`src/rtl/trace_step_gate.sv`:
```
module trace_step_gate #(
  parameter int NIRQ    = 16,
  parameter int CFG_W   = 32,
  parameter int TRC_BIT = 8
) (
  input  logic             clk,
  input  logic             rst_n,
  input  logic [1:0]       priv_i,
  input  logic             sd_dom_i,
  input  logic             m_trc_en_i,
  input  logic [CFG_W-1:0] sd_cfg_i,
  input  logic             m_dbg_en_i,
  input  logic             sd_dbg_ok_i,
  input  logic             step_i,
  input  logic             step_ie_i,
  input  logic [NIRQ-1:0]  irq_pend_i,
  input  logic [NIRQ-1:0]  irq_deleg_i,
  output logic             trace_en_o,
  output logic [NIRQ-1:0]  irq_pend_o
);

  localparam logic [1:0] PRIV_M = 2'b11;

  logic in_m, sd_trc_ok, trace_d, step_quiet;

  assign in_m      = (priv_i == PRIV_M);
  assign sd_trc_ok = sd_cfg_i[TRC_BIT];
  assign trace_d   = in_m ? m_trc_en_i : (sd_dom_i & (m_trc_en_i | sd_trc_ok));

  always_ff @(posedge clk or negedge rst_n)
    if (!rst_n) trace_en_o <= 1'b0;
    else        trace_en_o <= trace_d;

  assign step_quiet = step_i & ~step_ie_i;

  always_comb begin
    irq_pend_o = irq_pend_i;
    if (step_quiet) begin
      if (m_dbg_en_i)       irq_pend_o = '0;
      else if (sd_dbg_ok_i) irq_pend_o = irq_pend_i & ~irq_deleg_i;
    end
  end

  a_r3_machine_follows_mtrc: assert property (@(posedge clk) disable iff (!rst_n)
    (priv_i == 2'b11) |=> (trace_en_o == $past(m_trc_en_i)));
  a_r5_all_off: assert property (@(posedge clk) disable iff (!rst_n)
    (!m_trc_en_i && !sd_cfg_i[TRC_BIT]) |=> !trace_en_o);
  a_r6_outside_domain_off: assert property (@(posedge clk) disable iff (!rst_n)
    (priv_i != 2'b11 && !sd_dom_i) |=> !trace_en_o);
  a_r8_full_mask: assert property (@(posedge clk) disable iff (!rst_n)
    (step_i && !step_ie_i && m_dbg_en_i) |-> (irq_pend_o == '0));
  a_r9_sd_mask: assert property (@(posedge clk) disable iff (!rst_n)
    (step_i && !step_ie_i && !m_dbg_en_i && sd_dbg_ok_i)
      |-> ((irq_pend_o & irq_deleg_i) == '0 && (irq_pend_o | irq_deleg_i) == (irq_pend_i | irq_deleg_i)));
  a_r10_pass: assert property (@(posedge clk) disable iff (!rst_n)
    (!step_i || step_ie_i || (!m_dbg_en_i && !sd_dbg_ok_i)) |-> (irq_pend_o == irq_pend_i));

endmodule

```
`config.mk`:
```
export PLATFORM = sky130hd
export DESIGN_NAME = trace_step_gate
export DESIGN_NICKNAME = d
export VERILOG_FILES = /design/src/rtl/trace_step_gate.sv
export SDC_FILE = /design/constraint.sdc
export NUM_CORES = 1
export LEC_CHECK = 0
export ABC_AREA = 1
export BUFFER_PORTS_ARGS = -buffer_cell sky130_fd_sc_hd__buf_2
export CORE_ASPECT_RATIO = 0.8
export CORE_MARGIN = 4
export CORE_UTILIZATION = 27
export CTS_BUF_LIST = sky130_fd_sc_hd__clkbuf_2 sky130_fd_sc_hd__clkbuf_4 sky130_fd_sc_hd__clkbuf_8
export CTS_CLUSTER_SIZE = 14
export DETAILED_ROUTE_END_ITERATION = 16
export PLACE_DENSITY = 0.93
export SLEW_MARGIN = 30
export SYNTH_ARGS = -nofsm -noshare
export SYNTH_HDL_FRONTEND = slang
export SYNTH_SLANG_ARGS = --single-unit
```
`constraint.sdc`:
```
create_clock -name clk -period 1.07 [get_ports clk]
set_input_delay 0.0535 -clock clk [delete_from_list [all_inputs] [get_ports clk]]
set_output_delay 0.0535 -clock clk [all_outputs]
set_load 0.01 [all_outputs]
```
**Yosys cells after proc, flatten, opt, wreduce, memory -nomap -nowiden**

Index checks and enable logic that the tools add are counted.
Widths: inputs -> output; s select.

- Flip-flop bits (word level): 1
- Logic and storage cells: 12
- Bits of input ports: 74
- Output and inout bits: 17

- Bitwise gates (word level): 6
- Equality and inequality tests: 1
- Muxes and demuxes: 4

Operators by type and width:

| operator | count |
|---|---|
| $mux 16 | 3 |
| $and 16x16->16 | 1 |
| $not 16->16 | 1 |
| $and 1x1->1 | 2 |
| $eq 2x2->1 const B | 1 |
| $mux 1 | 1 |
| $not 1->1 | 1 |
| $or 1x1->1 | 1 |

**Logic depth before layout (Yosys ltp)**

Gate-level depths: netlist (run 1).

- Word-level depth: 5
- Mapped depth: 5
- Gate-level depth less buffers: 4

**Worst setup path before layout (run 1)**

Ideal clock, no wire load.

- Kind: input to output
- Start point: input port sd_dbg_ok_i
- End point: output port irq_pend_o[5]
- Data arrival time: 0.554 ns
- Required time: 1.016 ns
- Path buffers: 2
- Setup slack: 0.462 ns
- Stages on the path: 5
- Path through: buf_6 buf_12 nand2_1 nand2_1 a21oi_2

- Longest elaborated chain between the ends: 3

RTL lines:

| element | line | source |
|---|---|---|
| start, declared | 13 | `input logic sd_dbg_ok_i,` |
| $mux 16 | 40 | `else if (sd_dbg_ok_i) irq_pend_o = irq_pend_i & ~irq_deleg_i;` |
| $mux 16 | 39 | `if (m_dbg_en_i) irq_pend_o = '0;` |
| $mux 16 | 38 | `if (step_quiet) begin` |
| end, declared | 19 | `output logic [NIRQ-1:0] irq_pend_o` |

No other way between the ends.

**Worst setup path in the final report (run 1)**

- Start point: input port step_ie_i
- End point: output port irq_pend_o[15]

- Longest elaborated chain between the ends: 3

RTL lines:

| element | line | source |
|---|---|---|
| start, declared | 15 | `input logic step_ie_i,` |
| $not 1->1 | 34 | `assign step_quiet = step_i & ~step_ie_i;` |
| $and 1x1->1 | 34 |  |
| $mux 16 | 38 |  |

No other way between the ends.

==> metrics, run 1 <==
outcome=finished clean; Placeable Area=1470 um2; GRT Util Overall=11.3%; overall die area=2350 um2; Post-Syn Nets=153; area share of and/or/nand/nor cells after synthesis=38.0%; DP HPWL=1340 um; FMAX=1.28 GHz; Synth top area share=24.6%; FILL cells=159; XOR/XNOR share of the synthesized area=0%; Final Hold Viols=0; first-pass GRT wire length=2150 um; Leak Pwr=0.496 nW; Crit path required time=1.02 ns; Mapped Area=442 um2; Die Height=44.2 um; global route overflow=0; Post-CTS Resized=0; Largest regs=trace_en_o (1); initial drt markers=0; vias=657; DRC Markers=0; Layout Area Growth over Synthesis=66.9%; Final setup viols=0; largest family of logic cells by synthesized area=simple AND/OR/NAND/NOR gates; hold_ws=0.297 ns; vias per cell=4.18; adder-cell share of the synthesized area=0%; Final Wtd Congestion=0.672; Seq/Total Area, Yosys=5.67%; Power per Cell Area=436 nW/um2; worst-path fanout max=11; num ports=91; pin count of the biggest net entering global routing=17; nets=212; CP Capture Type=output pin; setup repair after global routing missed its margin=false; Tmin final=0.782 ns; Compound-Gate Fraction of Synth Area=26.6%; Cell variety after synth=12; I/O Buffers=59; VDD IR max=0.190 mV; vias in the first global route=551; most flop-heavy register=trace_en_o; mux cell area share after synthesis=0%; Worst Hold Class=input pin to register; mean routed wirelength per cell=9.76 um; worst path arrival time=0.73 ns; die width=53.2 um; leading area contributor after synthesis=nand2_1; fin crit share=73.1%; Setup crit start kind=input pin; Clk pin slew, worst setup/hold paths=0 ns; YS warnings=0; Setup TNS Final=0 ns; share of layout cells above drive strength 1=57.4%; syn_area_per_cell=5.59 um2; Slew Limit Fails=0; final core occ=50.1%; # rows=12; synthesized instance count=79; WS Path Type=input pin to output pin; Final ANT Viol Nets=0; WL final=1530 um; main area contributors after synthesis=nand2_1 25%, a21oi_2 20%, inv_1 16%, nand2_2 8.5%, a21oi_1 6.8%; max reg flops=1; number of synthesized register bits=1; DR pass1 iterations=1; initial cell density of the core=30.0%; Max-slew headroom=77.9%; maxcap violations=0; Slew @ Worst Pin=0.331 ns; initial antenna violation count=0; ANT cells=0
cell type report:
cell class,count,area (um2),area share (%)
inverter,20,75.1,10.2
multi-input combinational,54,285,38.7
timing repair buffer,61,325,44.1
sequential,1,25.0,3.40
tap,21,26.3,3.57
cells in the final DEF (no fill, tap or decap):
cell type,count
nand3_1,2
inv_2,1
nand2_2,6
dlygate4sd3_1,1
buf_2,59
inv_1,19
dfrtp_1,1
nor2_4,1
a21oi_2,10
nand2_1,29
buf_12,1
a21oi_1,6
logic make-up after synthesis:
group,after synthesis
flip-flops,1
AND/OR/NAND/NOR,38
buffers and inverters,24
AO/OA/AOI/OAI,16
final timing paths:
| check | from | depth (start not counted) | slack (ns) | end |
|---|---|---|---|---|
| min in group asynchronous | rst_n | 2 | 0.36 | trace_en_o |
| max | step_ie_i | 5 | 0.29 | irq_pend_o[15] |
| min | sd_dom_i | 3 | 0.30 | trace_en_o |
| max in group asynchronous | rst_n | 2 | 0.62 | trace_en_o |
synthesized netlist by cell type:
| cell | instances |
|---|---|
| a21oi_1 | 6 |
| a21oi_2 | 10 |
| nand2_1 | 29 |
| inv_1 | 19 |
| buf_12 | 1 |
| clkbuf_8 | 1 |
| dfrtp_1 | 1 |
| inv_2 | 1 |
| buf_6 | 2 |
| nand3_1 | 2 |
| nand2_2 | 6 |
| nor2_4 | 1 |
routing by layer:
metal / GRT usage (%) / vias to the layer above / share of wire, %
li1: - / 345 / -
met1: 11.9 / 272 / 38
met2: 24.4 / 40 / 50
met3: 1.35 / 0 / 12
met4: 0 / 0 / 0
met5: 0 / - / 0
power by group:
group	leakage, nW	internal, mW	switching [mW]
clock network	0	0	0
logic	0.484	0.136	0.143
registers	0.0123	0.0417	0.000580
metrics by stage:
stage	area [um2]	power, mW	setup WS, ns	cells
3_5_place_dp	727	0.321	0.284	156
2_1_floorplan	442	0.198	0.462	79
4_1_cts	737	0.325	0.276	157
3_3_place_gp	727	0.310	0.299	156
5_1_grt	737	0.352	0.200	157
6_report	737	0.321	0.288	157
what timing repair did:
action	CTS	global route
setup endpoints to repair	0	0
endpoints found under the hold margin	1	0
hold buffers	1	0
buffers inserted	0	0
critical path: stages:
cell     delay [ns]
buf_2          0.11
nor2_4         0.18
buf_12         0.17
a21oi_1        0.07
buf_2          0.13
Power figures use the tool's default switching activity.
==> run 2, diff against run 1 <==
--- a/config.mk
+++ b/config.mk
@@ -9,11 +9,11 @@
 export BUFFER_PORTS_ARGS = -buffer_cell sky130_fd_sc_hd__buf_2
 export CORE_ASPECT_RATIO = 0.8
 export CORE_MARGIN = 4
-export CORE_UTILIZATION = 27
+export CORE_UTILIZATION = 25
 export CTS_BUF_LIST = sky130_fd_sc_hd__clkbuf_2 sky130_fd_sc_hd__clkbuf_4 sky130_fd_sc_hd__clkbuf_8
 export CTS_CLUSTER_SIZE = 14
 export DETAILED_ROUTE_END_ITERATION = 16
-export PLACE_DENSITY = 0.93
+export PLACE_DENSITY = 0.87
 export SLEW_MARGIN = 30
 export SYNTH_ARGS = -nofsm -noshare
 export SYNTH_HDL_FRONTEND = slang
==> constraint.sdc (replaced) <==
create_clock -name clk -period 0.8 [get_ports clk]
set_input_delay 0.04 -clock clk [delete_from_list [all_inputs] [get_ports clk]]
set_output_delay 0.04 -clock clk [all_outputs]
set_load 0.01 [all_outputs]
==> run 2 against run 1 <==
Worst hold slack got worse by 0.028 ns. Combinational power rose by 36%. First-iteration DRC count rose by 2. Final area rose by 3.4%. Cell count rose by 1.3%. Sequential share of layout area fell by 0.11 points. Critical endpoint is now irq_pend_o[6]. Critical path type unchanged. Setup slack got worse by 0.22 ns.
==> metrics, run 2 (synthesized netlist as in run 1, its figures left out) <==
FMAX=1.36 GHz; Tmin final=0.734 ns; Worst Hold Class=input pin to register (unchanged); Slew Limit Fails=0 (unchanged); vias in the first global route=550 (was 551); Largest regs=trace_en_o (1) (unchanged); WL final=1380 um (was 1530 um); Placeable Area=1640 um2 (was 1470 um2); Final setup viols=0 (unchanged); maxcap violations=0 (unchanged); setup repair after global routing missed its margin=false (unchanged); worst slack at placement=-0.113 ns (was 0.284 ns); CP max stage delay=0.18 ns (about the same); vias=646 (was 657); Crit path required time=0.76 ns (was 1.02 ns); initial drt markers=2 (was 0); ANT cells=0 (unchanged); worst-path fanout max=9 (was 11); I/O Buffers=59 (unchanged); Critical-path top delay cell=nor2_4 (unchanged); GRT Util Overall=9.71% (was 11.3%); die width=55.0 um (was 53.2 um); global route overflow=0 (unchanged); nets=213 (was 212); most flop-heavy register=trace_en_o (unchanged); mean routed wirelength per cell=8.65 um (was 9.76 um); initial antenna violation count=0 (unchanged); overall die area=2510 um2 (was 2350 um2); WS Path Type=input pin to output pin (unchanged); Setup TNS Final=0 ns (unchanged); leading cell type in the layout, fill and taps excluded=buf_2 (unchanged); fin crit share=91.7%; VDD IR max=0.260 mV (was 0.190 mV); Buf+Inv Stages, Crit Path=4 (was 3); Layout Area Growth over Synthesis=72.5% (was 66.9%); outcome=finished clean (unchanged); # rows=13 (was 12); num ports=91 (unchanged); worst path arrival time=0.69 ns (was 0.73 ns); share of layout cells above drive strength 1=57.7% (was 57.4%); Slew @ Worst Pin=0.206 ns (was 0.331 ns); most frequent cells in the layout=58 x buf_2, 29 x nand2_1, 19 x inv_1 (was 59 x buf_2, 29 x nand2_1, 19 x inv_1); Leak Pwr=0.505 nW (was 0.496 nW); Final Hold Viols=0 (unchanged); Setup WS post-layout=0.0661 ns (was 0.288 ns); most numerous cell on the critical path=buf_2 (unchanged); Final Wtd Congestion=0.651 (was 0.672); DR pass1 iterations=2 (was 1); Setup crit start kind=input pin (unchanged); DP HPWL=1160 um (was 1340 um); Final ANT Viol Nets=0 (unchanged); Clk pin slew, worst setup/hold paths=0 ns (about the same); CP Cell Sequence=buf_2 > inv_1 > nor2_4 > buf_12 > a21oi_2 > buf_2 (was buf_2 > nor2_4 > buf_12 > a21oi_1 > buf_2); Max-slew headroom=86.3% (was 77.9%); Die Height=45.6 um (was 44.2 um); max reg flops=1 (unchanged); CP Capture Type=output pin (unchanged); initial cell density of the core=26.9% (was 30.0%); Largest delay share family, worst path=buffers and inverters (unchanged); hold_ws=0.269 ns (was 0.297 ns); first-pass GRT wire length=1940 um (was 2150 um); pin count of the biggest net entering global routing=17 (unchanged); Power Total=0.436 mW (was 0.321 mW); DRC Markers=0 (unchanged); vias per cell=4.06 (was 4.18); Power per Cell Area=572 nW/um2 (was 436 nW/um2)
[run 2: cell types whose count changed in the layout (fill, tap and decap cells not counted), sizes merged]
cell,delta
clkbuf,+1
clkinv,+1
inv,-1
[run 2: power by group]
part | internal, mW | switching (mW) | total, mW
Clock | 0 | 0 | 0
Combinational | 0.192 | 0.187 | 0.379
Sequential | 0.0558 | 0.000829 | 0.0566
[run 2: per-layer routing]
metal	share of wire, %	vias to the layer above	wire (um)	track usage (%)
li1	-	347	-	-
met1	39	258	535	10.9
met2	45	41	614	20.0
met3	16	0	226	1.31
met4	0	0	0	0
met5	0	-	0	0
[run 2: layout make-up]
class	instances	area [um2]
inverters	20	76.3
well taps	22	27.5
fillers	188	881
repair buffers	62	348
flip-flops and latches	1	25.0
multi-input cells	54	285
[run 2: metrics by stage]
step                cells  area, um2  utilization [%]
floorplan              79        442                -
global placement      156        708             43.1
detailed placement    156        708             43.1
CTS                   159        758             46.2
global route          159        762             46.4
finish                159        762             46.4
[run 2: path summary, 6_finish.rpt]
path,startpoint,endpoint,depth (start not counted)
max,step_i,irq_pend_o[6],6
min,sd_dom_i,trace_en_o,3
max in group asynchronous,rst_n,trace_en_o,2
min in group asynchronous,rst_n,trace_en_o,2
[run 2: worst min-delay path, delay by kind of cell]
| kind | cells | cell delay [ns] |
|---|---|---|
| simple gates | 2 | 0.11 |
| buf+inv | 1 | 0.08 |
[run 2: what timing repair did]
action,4_1_cts,5_1_grt
hold endpoints to repair,1,0
hold buffers,1,0
setup buffers,2,0
setup endpoints to repair,16,11
pin swaps,1,0
resized for setup,0,2
==> run 3, diff against run 2 <==
--- a/config.mk
+++ b/config.mk
@@ -5,11 +5,9 @@
 export SDC_FILE = /design/constraint.sdc
 export NUM_CORES = 1
 export LEC_CHECK = 0
-export ABC_AREA = 1
 export BUFFER_PORTS_ARGS = -buffer_cell sky130_fd_sc_hd__buf_2
-export CORE_ASPECT_RATIO = 0.8
 export CORE_MARGIN = 4
-export CORE_UTILIZATION = 25
+export CORE_UTILIZATION = 20
 export CTS_BUF_LIST = sky130_fd_sc_hd__clkbuf_2 sky130_fd_sc_hd__clkbuf_4 sky130_fd_sc_hd__clkbuf_8
 export CTS_CLUSTER_SIZE = 14
 export DETAILED_ROUTE_END_ITERATION = 16
==> run 3 against run 2 <==
Largest cell class unchanged. Maximum frequency about the same. Sequential share of layout area is 0.96 points higher. Wire length down 9.4%. Sequential power about the same. Global-route usage is 0.36 points lower. First-iteration DRC count increased by 50%.
==> metrics, run 3 <==
outcome=finished clean (unchanged); CP Capture Type=output pin (unchanged); Post-Syn Nets=117 (was 153); ys async rst share=100% (unchanged); Final setup viols=0 (unchanged); max reg flops=1 (unchanged); Slew @ Worst Pin=0.270 ns (was 0.206 ns); worst slack at placement=0.0383 ns (was -0.113 ns); met2 usage=20.1% (was 20.0%); GRT Util Overall=9.35% (was 9.71%); FF+latch area=25.0 um2 (unchanged); ANT cells=0 (unchanged); worst-path fanout max=16 (was 9); postcts setup bufs=0 (was 2); FMAX=1.36 GHz (about the same); maxcap violations=0 (unchanged); DR pass1 iterations=4 (was 2); Largest regs=trace_en_o (1) (unchanged); largest family of logic cells by synthesized area=compound AO/OA/AOI/OAI gates (was simple AND/OR/NAND/NOR gates); Tmin final=0.734 ns (about the same); nets=173 (was 213); Clk pin slew, worst setup/hold paths=0 ns (about the same); Max-slew headroom=82.0% (was 86.3%); Mapped Area=317 um2 (was 442 um2); share of layout cells above drive strength 1=62.9% (was 57.7%); Crit path required time=0.76 ns (about the same); WL final=1250 um (was 1380 um); routing usage on met1=10.3% (was 10.9%); adder-cell share of the synthesized area=0% (unchanged); most frequent cells in the layout=58 x buf_2, 17 x a21oi_1, 16 x o21a_1 (was 58 x buf_2, 29 x nand2_1, 19 x inv_1); leading cell type in the layout, fill and taps excluded=buf_2 (unchanged); worst path arrival time=0.69 ns (about the same); overall die area=2280 um2 (was 2510 um2); Final Wtd Congestion=0.641 (was 0.651); synthesized instance count=43 (was 79); Int Power=0.228 mW (was 0.248 mW); Final ANT Viol Nets=0 (unchanged); initial cell density of the core=21.0% (was 26.9%); vias in the first global route=428 (was 550); Net Sw Frac=38.2% (was 43.2%); area share of and/or/nand/nor cells after synthesis=4.35% (was 38.0%); initial drt markers=3 (was 2); Clock Power Share=0% (about the same); die width=47.8 um (was 55.0 um); vias=540 (was 646); global route overflow=0 (unchanged); Slew Limit Fails=0 (unchanged); most flop-heavy register=trace_en_o (unchanged); area of the multi-input gates=236 um2 (was 285 um2); Setup WS post-layout=0.0661 ns (about the same); top cells by count, synth=17 x a21oi_1, 16 x o21a_1, 2 x buf_2, 2 x buf_6 (was 29 x nand2_1, 19 x inv_1, 10 x a21oi_2); main area contributors after synthesis=o21a_1 38%, a21oi_1 27%, dfrtp_1 7.9%, buf_6 7.1%, buf_8 4.7% (was nand2_1 25%, a21oi_2 20%, inv_1 16%, nand2_2 8.5%, a21oi_1 6.8%); mux cell area share after synthesis=0% (unchanged); YS warnings=0 (unchanged); DRC Markers=0 (unchanged); XOR/XNOR share of the synthesized area=0% (unchanged); Leak Pwr=0.331 nW (was 0.505 nW); Flop pwr share=15.3% (was 13.0%); Compound-Gate Fraction of Synth Area=70.4% (was 26.6%); Layout Area Growth over Synthesis=86.2% (was 72.5%); VDD IR max=0.203 mV (was 0.260 mV); first-pass GRT wire length=1620 um (was 1940 um); syn_area_per_cell=7.36 um2 (was 5.59 um2); met3 usage=0.376% (was 1.31%); Synth top area share=37.9% (was 24.6%); Worst Hold Class=input pin to register (unchanged); GR peak layer=met2 (unchanged); Comb power frac=84.7% (was 87.0%); vias per cell=4.78 (was 4.06); fin crit share=91.7% (about the same); Cell variety after synth=10 (was 12); Post-synth EDFFs=0 (unchanged); Setup crit start kind=input pin (unchanged); most common cell in the netlist=a21oi_1 (was nand2_1); pin count of the biggest net entering global routing=17 (unchanged); initial antenna violation count=0 (unchanged); FILL cells=155 (was 188); mean routed wirelength per cell=11.0 um (was 8.65 um); Psw=0.141 mW (was 0.188 mW); number of synthesized register bits=1 (unchanged); setup repair after global routing missed its margin=false (unchanged); Power per Cell Area=627 nW/um2 (was 572 nW/um2); Seq/Total Area, Yosys=7.91% (was 5.67%); Die Height=47.8 um (was 45.6 um); I/O Buffers=59 (unchanged); Final Hold Viols=0 (unchanged); WS Path Type=input pin to output pin (unchanged); leading area contributor after synthesis=o21a_1 (was nand2_1); Placeable Area=1510 um2 (was 1640 um2); Synth Flop Type=dfrtp_1 (unchanged); # rows=14 (was 13); Setup TNS Final=0 ns (unchanged); num ports=91 (unchanged)
## run 3: cell count changes after synthesis, moves of 6 or more
| cell | change |
|---|---|
| nand2_2 | -6 |
| o21a_1 | +16 |
| nand2_1 | -29 |
| a21oi_1 | +11 |
| a21oi_2 | -10 |
| inv_1 | -19 |
## run 3: per-stage QoR
step	hold WS, ns	cells	power (mW)	util, %	area, um2
6_report	0.278	113	0.370	39.1	589
5_1_grt	0.292	113	0.407	39.1	589
4_1_cts	0.280	113	0.372	39.0	587
3_5_place_dp	-0.184	112	0.367	38.3	577
3_3_place_gp	-0.186	112	0.360	38.3	577
2_1_floorplan	-0.256	43	0.226	-	317
## run 3: cell type report
type,instances,share of cell area [%]
sequential,1,4.25
multi-input combinational,36,40.1
tap,16,3.40
timing repair buffer,60,52.2
## run 3: worst paths after layout
check | from | endpoint | slack, ns | cells past startpoint
max | step_ie_i | irq_pend_o[6] | 0.07 | 4
min | m_trc_en_i | trace_en_o | 0.28 | 2
max in group asynchronous | rst_n | trace_en_o | 0.36 | 2
min in group asynchronous | rst_n | trace_en_o | 0.36 | 2
## run 3: critical path: stages
cell and delay, ns:
buf_2 0.10, nand2b_4 0.21, o21a_1 0.21, buf_2 0.14
## run 3: per-layer routing
layer  up-vias  share of wire, %
met5         -                 0
met4         0                 0
met3         0                19
met2        39                50
met1       234                31
li1        267                 -
## run 3: cells by family (layout without fill, tap and decap cells)
kind of cell / Yosys count / after routing
AO/OA/AOI/OAI: 35 / 35
buffers and inverters: 6 / 60
AND/OR/NAND/NOR: 1 / 1
flip-flops: 1 / 1
## run 3: what timing repair did
item / CTS / global route
endpoints found under the setup margin: 0 / 15
resized for setup: 0 / 1
hold endpoints to repair: 1 / 0
hold buffers: 1 / 0
## run 3: power groups by stage
stage | Combinational, mW | Clock [mW] | Sequential, mW
after detailed placement | 0.311 | 0 | 0.0564
after CTS | 0.316 | 0 | 0.0565
final | 0.313 | 0 | 0.0564
after global placement | 0.303 | 0 | 0.0565
after floorplan | 0.167 | 0 | 0.0592
after global routing | 0.350 | 0 | 0.0570
